`config.mk`:
```
export PLATFORM = sky130hd
export DESIGN_NAME = nibx_sequencer
export DESIGN_NICKNAME = d
export VERILOG_FILES = /design/src/rtl/nibx_pkg.sv /design/src/rtl/nibx_timing.sv /design/src/rtl/nibx_phase_ctl.sv /design/src/rtl/nibx_port_drv.sv /design/src/rtl/nibx_sequencer.sv
export SDC_FILE = /design/constraint.sdc
export NUM_CORES = 1
export LEC_CHECK = 0
export ABC_AREA = 1
export BUFFER_PORTS_ARGS = -buffer_cell sky130_fd_sc_hd__buf_2
export CAP_MARGIN = 20
export CORE_AREA = 2 2 53 55
export CTS_BUF_LIST = sky130_fd_sc_hd__clkbuf_8
export DETAILED_ROUTE_END_ITERATION = 6
export DIE_AREA = 0 0 55 57
export PLACE_DENSITY = 0.75
export SLEW_MARGIN = 10
export SYNTH_ARGS = -nofsm -noshare
export SYNTH_HDL_FRONTEND = slang
export SYNTH_SLANG_ARGS = --single-unit
```
`constraint.sdc`:
```
create_clock -name clk -period 1.1 [get_ports clk]
set_input_delay 0.165 -clock clk [delete_from_list [all_inputs] [get_ports clk]]
set_output_delay 0.165 -clock clk [all_outputs]
set_load 0.1 [all_outputs]
```
`src/rtl/nibx_pkg.sv`:
```
package nibx_pkg;
  localparam int NIB_W   = 4;
  localparam int SEL_W   = 2;
  localparam int OPC_W   = 2;
  localparam int PORT_W  = 2 * NIB_W;
  localparam int NUM_MST = 5;

  typedef enum logic [OPC_W-1:0] {
    XOP_READ  = 2'b00,
    XOP_WRITE = 2'b01,
    XOP_OR    = 2'b10,
    XOP_AND   = 2'b11
  } xop_e;

  typedef enum logic [1:0] {
    PH_IDLE   = 2'd0,
    PH_FIRST  = 2'd1,
    PH_SECOND = 2'd2
  } phase_e;

  typedef struct packed {
    xop_e             op;
    logic [SEL_W-1:0] sel;
    logic [NIB_W-1:0] nib;
  } xreq_t;

  typedef struct packed {
    logic s1_first;
    logic s3_first;
    logic s4_first;
    logic s5_first;
    logic s2_second;
  } tstrobe_t;

  // command nibble: operation in the upper pair, port select in the lower pair
  function automatic logic [NIB_W-1:0] pack_cmd(xop_e op, logic [SEL_W-1:0] sel);
    return {op, sel};
  endfunction
endpackage

```
`src/rtl/nibx_timing.sv`:
```
module nibx_timing
  import nibx_pkg::*;
#(
  parameter bit MST_ONEHOT = 1'b0,
  parameter int MST_W      = 3
) (
  input  logic [MST_W-1:0] mstate,
  input  logic             second_cyc,
  output tstrobe_t         st
);
  logic [NUM_MST-1:0] hit;

  for (genvar k = 0; k < NUM_MST; k++) begin : g_hit
    if (MST_ONEHOT) begin : g_oh
      assign hit[k] = mstate[k];
    end else begin : g_bin
      assign hit[k] = (mstate == MST_W'(k + 1));
    end
  end

  always_comb begin
    st.s1_first  = hit[0] && !second_cyc;
    st.s3_first  = hit[2] && !second_cyc;
    st.s4_first  = hit[3] && !second_cyc;
    st.s5_first  = hit[4] && !second_cyc;
    st.s2_second = hit[1] &&  second_cyc;
  end
endmodule

```
`src/rtl/nibx_phase_ctl.sv`:
```
module nibx_phase_ctl
  import nibx_pkg::*;
(
  input  logic     clk,
  input  logic     rst,
  input  tstrobe_t st,
  input  logic     req_valid,
  output logic     req_ready,
  output logic     accept,
  output logic     load_cmd,
  output logic     load_data,
  output logic     release_bus,
  output logic     busy
);
  phase_e ph_q;

  assign req_ready   = (ph_q == PH_IDLE) && st.s1_first;
  assign accept      = req_ready && req_valid;
  assign load_cmd    = (ph_q == PH_FIRST) && st.s3_first;
  assign load_data   = (ph_q == PH_FIRST) && st.s4_first;
  assign release_bus = (ph_q == PH_SECOND) && st.s2_second;
  assign busy        = (ph_q != PH_IDLE);

  always_ff @(posedge clk) begin
    if (rst) begin
      ph_q <= PH_IDLE;
    end else begin
      unique case (ph_q)
        PH_IDLE:   if (accept)      ph_q <= PH_FIRST;
        PH_FIRST:  if (st.s5_first) ph_q <= PH_SECOND;
        PH_SECOND: if (release_bus) ph_q <= PH_IDLE;
        default:                    ph_q <= PH_IDLE;
      endcase
    end
  end
endmodule

```
`src/rtl/nibx_port_drv.sv`:
```
module nibx_port_drv
  import nibx_pkg::*;
(
  input  logic              clk,
  input  logic              rst,
  input  logic              accept,
  input  xreq_t             req,
  input  logic              load_cmd,
  input  logic              load_data,
  input  logic              release_bus,
  input  logic [NIB_W-1:0]  exp_in,
  output logic [PORT_W-1:0] port_out,
  output logic              port_oe,
  output logic              prog_n,
  output logic              rsp_valid,
  output logic [PORT_W-1:0] rsp_data
);
  localparam int HI_W = PORT_W - NIB_W;

  xreq_t            held_q;
  logic [NIB_W-1:0] lat_q;
  logic [NIB_W-1:0] cap_q;
  logic             oe_q;
  logic             prog_n_q;
  logic             rv_q;

  always_ff @(posedge clk) begin
    if (rst) begin
      held_q   <= '0;
      lat_q    <= '0;
      cap_q    <= '0;
      oe_q     <= 1'b0;
      prog_n_q <= 1'b1;
      rv_q     <= 1'b0;
    end else begin
      rv_q <= 1'b0;
      if (accept) held_q <= req;
      if (load_cmd) begin
        lat_q    <= pack_cmd(held_q.op, held_q.sel);
        oe_q     <= 1'b1;
        prog_n_q <= 1'b0;
      end
      if (load_data) begin
        lat_q <= (held_q.op == XOP_READ) ? {NIB_W{1'b1}} : held_q.nib;
      end
      if (release_bus) begin
        oe_q     <= 1'b0;
        prog_n_q <= 1'b1;
        if (held_q.op == XOP_READ) begin
          rv_q  <= 1'b1;
          cap_q <= exp_in;
        end
      end
    end
  end

  assign port_out  = oe_q ? {{HI_W{1'b0}}, lat_q} : '0;
  assign port_oe   = oe_q;
  assign prog_n    = prog_n_q;
  assign rsp_valid = rv_q;
  assign rsp_data  = {{HI_W{1'b0}}, cap_q};
endmodule

```
`src/rtl/nibx_sequencer.sv`:
```
module nibx_sequencer
  import nibx_pkg::*;
#(
  parameter bit MST_ONEHOT = 1'b0,
  localparam int MST_W     = MST_ONEHOT ? NUM_MST : 3
) (
  input  logic              clk,
  input  logic              rst,
  input  logic [MST_W-1:0]  mstate,
  input  logic              second_cyc,
  input  logic              req_valid,
  output logic              req_ready,
  input  logic [OPC_W-1:0]  req_op,
  input  logic [SEL_W-1:0]  req_sel,
  input  logic [NIB_W-1:0]  req_nib,
  input  logic [NIB_W-1:0]  exp_in,
  output logic [PORT_W-1:0] port_out,
  output logic              port_oe,
  output logic              prog_n,
  output logic              busy,
  output logic              rsp_valid,
  output logic [PORT_W-1:0] rsp_data
);
  tstrobe_t st;
  xreq_t    req;
  logic     accept, load_cmd, load_data, release_bus;

  assign req.op  = xop_e'(req_op);
  assign req.sel = req_sel;
  assign req.nib = req_nib;

  nibx_timing #(.MST_ONEHOT(MST_ONEHOT), .MST_W(MST_W)) u_timing (
    .mstate     (mstate),
    .second_cyc (second_cyc),
    .st         (st)
  );

  nibx_phase_ctl u_phase (
    .clk         (clk),
    .rst         (rst),
    .st          (st),
    .req_valid   (req_valid),
    .req_ready   (req_ready),
    .accept      (accept),
    .load_cmd    (load_cmd),
    .load_data   (load_data),
    .release_bus (release_bus),
    .busy        (busy)
  );

  nibx_port_drv u_drv (
    .clk         (clk),
    .rst         (rst),
    .accept      (accept),
    .req         (req),
    .load_cmd    (load_cmd),
    .load_data   (load_data),
    .release_bus (release_bus),
    .exp_in      (exp_in),
    .port_out    (port_out),
    .port_oe     (port_oe),
    .prog_n      (prog_n),
    .rsp_valid   (rsp_valid),
    .rsp_data    (rsp_data)
  );
endmodule

```
==> summary.txt, run 1 <==
Run status
  – Status: complete, but fails checks
  – Failing checks: setup timing

Drt
  – WL per Instance: 11.4 um
  – Drt total wl: roughly 2900 um
  – ANT nets after route: 0
  – DRC Markers: 0
  – TritonRoute pass-1 iters: 4
  – Vias per cell: 4.69
  – Vias: about 1200
  – Drt first-iter violations: 22

Power and ir drop
  – Power density over cell area: 860 nW/um^2
  – Power share of the sequential group: 0.474
  – Internal Power: 1100 uW
  – Comb pwr share: 0.206
  – Pleak: 0.000877 uW
  – Max VDD drop: 0.892 mV
  – Sw frac: 0.319
  – P_sw: roughly 520 uW
  – Clock Power Share: 0.320

Cells and area
  – Share of layout cells above drive strength 1: 0.491
  – Area growth syn-to-layout: 65.6%
  – Final Non-Filler Cells: approximately 250
  – Nets: 242
  – # diodes: 0
  – Fillers: between 200 and 250

CTS
  – Clock Tree Root: clkbuf_8
  – CTS tree: done
  – Clk sink count: 21
  – Clock buffer depth: 2
  – Clock slew at reported path FFs: 0.08 ns
  – Htree depth: 1
  – Num CTS Buffers: 3
  – Worst-Skew Late Latency: around 0.27 ns

Place
  – GPL Wtd Cong: 0.834
  – # port buffers: 31
  – Cell count after placement: 239
  – Hpwl dp: 1860 um

Critical path
  – Highest cell delay on the worst timing path: 0.36 ns
  – CP required: approximately 0.94 ns
  – Crit end category: output port
  – Crit path launch: u_phase.ph_q[1]
  – Crit path max-delay family: flip-flops
  – CP bufs+invs: 3
  – WP data arrival: 1.15 ns
  – Startpoint type of the worst setup path: flop
  – WS Path Type: flop to output port
  – Slowest CP cell: dfxtp_4
  – Reg-to-reg startpoint: u_phase.ph_q[0]
  – Crit path cell chain: inv_4, nand2_8, nor2_4, nand2_2, clkinvlp_4, buf_12
  – Critical path fanouts, max: 2

Worst hold path
  – Hold crit path type: primary input to flop
  – Hold Startpoint: req_sel[0]

Yosys
  – Netlist cell types: 22
  – Synthesized cell area: 1130 sq um
  – Sequential-to-total area share from yosys stat: 0.370
  – Post-Syn Instances: 168
  – #FFs+latches synth: 21
  – Mean Syn Cell Area: 6.75 sq um
  – Yosys warnings: 0

Timing
  – Final worst hold slack: 0.126 ns
  – Fmax: 0.761 GHz
  – Final hold vios: 0
  – Worst Tran Pin Value: 0.509 ns
  – # setup viols final: 26
  – Final min period: between 1 and 1.5 ns
  – RSZ-0062 raised after global routing: true
  – Final worst-path setup slack: -0.214 ns
  – Slew Limit Headroom: 0.660
  – Fin. max-slew vios: 0
  – Final Cycle Share: 1.19
  – Setup Skew: around 0.0057 ns

Floorplanning
  – # IOs: 40
  – Die height: 57 um
  – Core ar.: 2620 sq um
  – Initial core utilization: 0.434
  – Site row count: 19
  – Die width: 55 um
  – DIE AREA: ~3100 sq um

Run
  – Max_cap viols: 0

GRT
  – GRT Total Usage: 0.192
  – Initial antenna violation count: 0
  – Vias in the first global route: 1096
  – Largest net degree at the start of global routing: 15
  – Global-route wire length before repair: 4490 um
  – Overflow after GRT: 0
[tightest hold or removal path, cell delays in order]
cell	delay, ns
buf_2	0.07
o21ai_1	0.05
nor2_1	0.07
[final cells by class]
class	count	area [sq um]	area share
multi-input cells	115	688	0.366
repair buffers	52	527	0.280
flip-flops and latches	21	438	0.233
inverters	30	141	0.0752
clock buffers	3	41.3	0.0220
well taps	31	38.8	0.0206
clock inverters	1	5.00	0.00266
[metrics by stage]
| step | setup slack, ns | total power (uW) | area [sq um] | TNS, ns | utilization |
|---|---|---|---|---|---|
| 3_3_place_gp | 0.0261 | 1080 | 1650 | 0 | 0.630 |
| 6_report | -0.214 | 1620 | 1880 | -1.68 | 0.719 |
| 4_1_cts | -0.211 | 1590 | 1780 | -1.10 | 0.680 |
| 3_5_place_dp | -0.0208 | 1090 | 1650 | -0.0685 | 0.630 |
| 2_1_floorplan | -0.201 | 1020 | 1240 | -0.867 | - |
| 5_1_grt | -0.250 | 1670 | 1880 | -3.01 | 0.719 |
[cell usage after synthesis]
library cell / count / share of area
a21oi_1: 3 / 0.013
nor2_4: 3 / 0.030
nor2_1: 34 / 0.11
inv_1: 27 / 0.089
nand4_1: 8 / 0.044
nand3_2: 1 / 0.0088
buf_2: 1 / 0.0044
nand2_2: 4 / 0.022
nand2_1: 28 / 0.093
inv_2: 2 / 0.0066
conb_1: 1 / 0.0033
o21ai_0: 4 / 0.018
clkbuf_1: 1 / 0.0033
dfxtp_1: 21 / 0.37
nor3_1: 1 / 0.0044
nand3_1: 7 / 0.031
buf_4: 8 / 0.053
clkinv_4: 1 / 0.0077
nor2_2: 7 / 0.039
nor3_4: 1 / 0.014
nand3_4: 1 / 0.015
o21ai_1: 4 / 0.018
[power groups by stage]
stage	sequential, uW	clock [uW]	combinational (uW)
4_1_cts	766	504	315
3_5_place_dp	789	0	298
2_1_floorplan	789	0	236
3_3_place_gp	788	0	295
6_report	766	517	333
5_1_grt	767	546	353
[state kept, by name, summed over array words and instances (netlist names)]
register / count
u_drv.cap_q: 4
u_drv.held_q: 8
u_drv.lat_q: 4
u_drv.port_oe: 1
u_drv.prog_n: 1
u_drv.rsp_valid: 1
u_phase.ph_q: 2
[metal layers]
| metal | share of wire | GRT usage | up-vias |
|---|---|---|---|
| met4 | 0.026 | 0.0836 | 0 |
| met1 | 0.40 | 0.231 | 534 |
| met5 | 0 | 0 | - |
| met2 | 0.53 | 0.332 | 33 |
| li1 | - | - | 610 |
| met3 | 0.035 | 0.0262 | 9 |
[cells by family (layout without fill, tap and decap cells)]
| logic type | after synthesis | in the layout | share of synthesized area |
|---|---|---|---|
| and+or+nand+nor | 95 | 96 | 0.413 |
| buffers and inverters | 40 | 86 | 0.164 |
| DFF | 21 | 21 | 0.370 |
| AOI/OAI and AO/OA | 11 | 11 | 0.0485 |
| other | 1 | 8 | 0.00330 |
[layout by cell type, fill, tap and decap left out, types with 6 or more instances in the layout]
cell and instances:
nor2_1 31, inv_1 22, nand2_1 21, buf_2 18, buf_4 16, buf_12 13, dfxtp_1 13, nor2_2 8
nand4_1 8, conb_1 8, nand3_1 6
[timing repair]
action,4_1_cts,5_1_grt
setup buffers,6,3
setup endpoints to repair,17,27
hold buffers,0,0
gates cloned,1,0
gates resized for setup,9,19
pin swaps,6,9
[path summary, 6_finish.rpt]
check	cells past startpoint	to	slack (ns)
worst max-delay path	6	req_ready	-0.21
worst max register to register	8	u_drv.lat_q[0]	-0.11
worst min register to register	2	u_drv.held_q[2]	0.49
worst min-delay path	3	u_drv.held_q[4]	0.13
No activity file was read; power rests on OpenSTA's default activity.
==> inputs of run 2 (changes only) <==
Settings changed: CORE_AREA 2 2 53 55 to 2 2 54 56, CTS_BUF_LIST sky130_fd_sc_hd__clkbuf_8 to not set, DIE_AREA 0 0 55 57 to 0 0 56 58, PLACE_DENSITY 0.75 to 0.73.
==> run 2 against run 1 <==
Against the previous run: the run still ends with setup timing left; register-to-register slack worse by 0.05 ns; worst setup slack worse by 0.074 ns; clock skew is 0.0011 ns higher; largest power group unchanged; highest routed layer unchanged.
==> summary.txt, run 2 (same netlist as run 1, synthesis figures left out) <==
CTS
  – Worst-Skew Late Latency: 0.30 ns (+0.03 ns)
  – Clock Tree Root: clkbuf_4
  – Clock buffer depth: 2 (unchanged)
  – CTS tree: done
  – Clk sink count: 21 (unchanged)
  – Clock slew at reported path FFs: 0.12 ns (+0.04 ns)
  – Num CTS Buffers: 3 (unchanged)
  – Htree depth: 1 (unchanged)

Cells and area
  – Largest register FFs: 8 (unchanged)
  – Area growth syn-to-layout: 65.4%
  – Final core utilization: 0.705 (-0.0138)
  – # diodes: 0 (unchanged)
  – Fillers: 219 (+6.8%)
  – Commonest non-fill, non-tap cell in the layout: nor2_1
  – Largest reg by FF count: u_drv.held_q
  – Nets: 244 (+0.83%)
  – Biggest regs: u_drv.held_q (8), u_drv.cap_q (4), u_drv.lat_q (4)
  – Share of layout cells above drive strength 1: 0.491 (about the same)
  – Most frequent cells in the layout: 32 x nor2_1, 22 x inv_1, 20 x nand2_1
  – Final Non-Filler Cells: 255 (+0.79%)

Drt
  – Vias per cell: 4.67 (-0.45%)
  – ANT nets after route: 0 (unchanged)
  – Drt total wl: 2900 um (+0.56%)
  – WL per Instance: 11.4 um (-0.23%)
  – Vias: 1190 (+0.34%)
  – TritonRoute pass-1 iters: 4 (unchanged)
  – DRC Markers: 0 (unchanged)
  – Drt first-iter violations: 39 (+77%)

Critical path
  – WS Path Type: flop to output port
  – CP bufs+invs: 3 (unchanged)
  – Highest cell delay on the worst timing path: 0.38 ns (+0.02 ns)
  – Slowest CP cell: dfxtp_4
  – Startpoint type of the worst setup path: flop
  – Crit path cell chain: inv_6, nand2_8, nor2_4, nand2_2, clkinvlp_4, buf_12
  – Crit end category: output port
  – Critical path fanouts, max: 2 (unchanged)
  – Crit path max-delay family: flip-flops
  – CP required: 0.94 ns (about the same)
  – WP data arrival: 1.22 ns (+0.07 ns)

GRT
  – Largest net degree at the start of global routing: 15 (unchanged)
  – Vias in the first global route: 1062 (-3.1%)
  – GRT Total Usage: 0.167 (-0.0258)
  – Initial antenna violation count: 0 (unchanged)
  – Overflow after GRT: 0 (unchanged)
  – Global-route wire length before repair: 4330 um (-3.4%)

Timing
  – Final worst-path setup slack: -0.288 ns (-0.0741 ns)
  – Final min period: 1.39 ns (+0.0741 ns)
  – Final hold vios: 0 (unchanged)
  – # setup viols final: 27 (+3.8%)
  – Setup TNS: -2.91 ns (-1.23 ns)
  – Setup Skew: 0.00683 ns (+0.00109 ns)
  – Final worst hold slack: 0.0885 ns (-0.0372 ns)
  – Final Cycle Share: 1.26 (+0.0674)
  – RSZ-0062 raised after global routing: true
  – Fmax: 0.721 GHz (-5.3%)
  – Fin. max-slew vios: 0 (unchanged)

Place
  – Hpwl dp: 1830 um (-1.6%)
  – GPL Wtd Cong: 0.765 (-8.2%)
  – DP Worst Slack: -0.0130 ns (+0.00784 ns)
  – Cell count after placement: 238 (-0.42%)
  – # port buffers: 31 (unchanged)

Floorplanning
  – Site row count: 19 (unchanged)
  – Die width: 56 um (+1.8%)
  – # IOs: 40 (unchanged)
  – Initial core utilization: 0.426 (-0.00775)
  – Die height: 58 um (+1.8%)
  – Core ar.: 2660 sq um (+1.8%)
  – DIE AREA: 3250 sq um (+3.6%)

Power and ir drop
  – Max VDD drop: 0.652 mV (-27%)
  – Pleak: 0.000881 uW (+0.38%)
  – Power density over cell area: 784 nW/um^2 (-8.9%)

Run status
  – Status: complete, but fails checks
  – Failing checks: setup timing

Run
  – Max_cap viols: 0 (unchanged)

Worst hold path
  – Hold crit path type: primary input to flop
[run 2: final timing paths]
kind              startpoint               to  slack, ns  depth (start not counted)
max          u_phase.ph_q[1]        req_ready      -0.29                          6
min               req_sel[1]  u_drv.held_q[5]       0.09                          3
max reg2reg  u_phase.ph_q[1]  u_drv.held_q[1]      -0.16                          8
min reg2reg     u_drv.prog_n     u_drv.prog_n       0.50                          2
[run 2: what timing repair did]
action	CTS	global route
hold buffers	0	0
endpoints found under the setup margin	18	27
pin swaps	4	16
gates cloned	0	1
gates resized for setup	12	19
setup buffers	9	5
endpoints found under the hold margin	0	0
[run 2: where the power goes]
group          leakage [uW]  internal (uW)  switching, uW  total [uW]
Sequential         0.000173            761           5.21         766
Clock             0.0000150            141            231         372
Combinational      0.000692           87.7            245         333
[run 2: worst register-to-register path, cell delays in order, from the launching register on]
cell and delay [ns]:
dfxtp_4 0.38, inv_6 0.07, nand2_8 0.05, nor2_4 0.10, buf_4 0.12, buf_6 0.10, nand3_2 0.14, o21ai_1 0.16
nor2_1 0.05
[run 2: per-layer routing]
metal,vias up,GRT usage,wire length (um)
met2,38,0.299,1450
met5,-,0,0
met3,6,0.0290,136
met1,531,0.196,1240
li1,615,-,-
met4,0,0.0714,74
[run 2: stage by stage]
stage	area (sq um)	total power, uW
after CTS	1780	1450
final	1880	1470
after floorplan	1240	1020
after global placement	1640	1080
after detailed placement	1640	1080
after global routing	1880	1540
[run 2: area by class of cell]
type / count / area (sq um) / share of cell area
multi-input cells: 115 / 678 / 0.361
well taps: 31 / 38.8 / 0.0207
inverters: 30 / 146 / 0.0780
flip-flops and latches: 21 / 438 / 0.233
clock buffers: 4 / 26.3 / 0.0140
repair buffers: 54 / 549 / 0.293
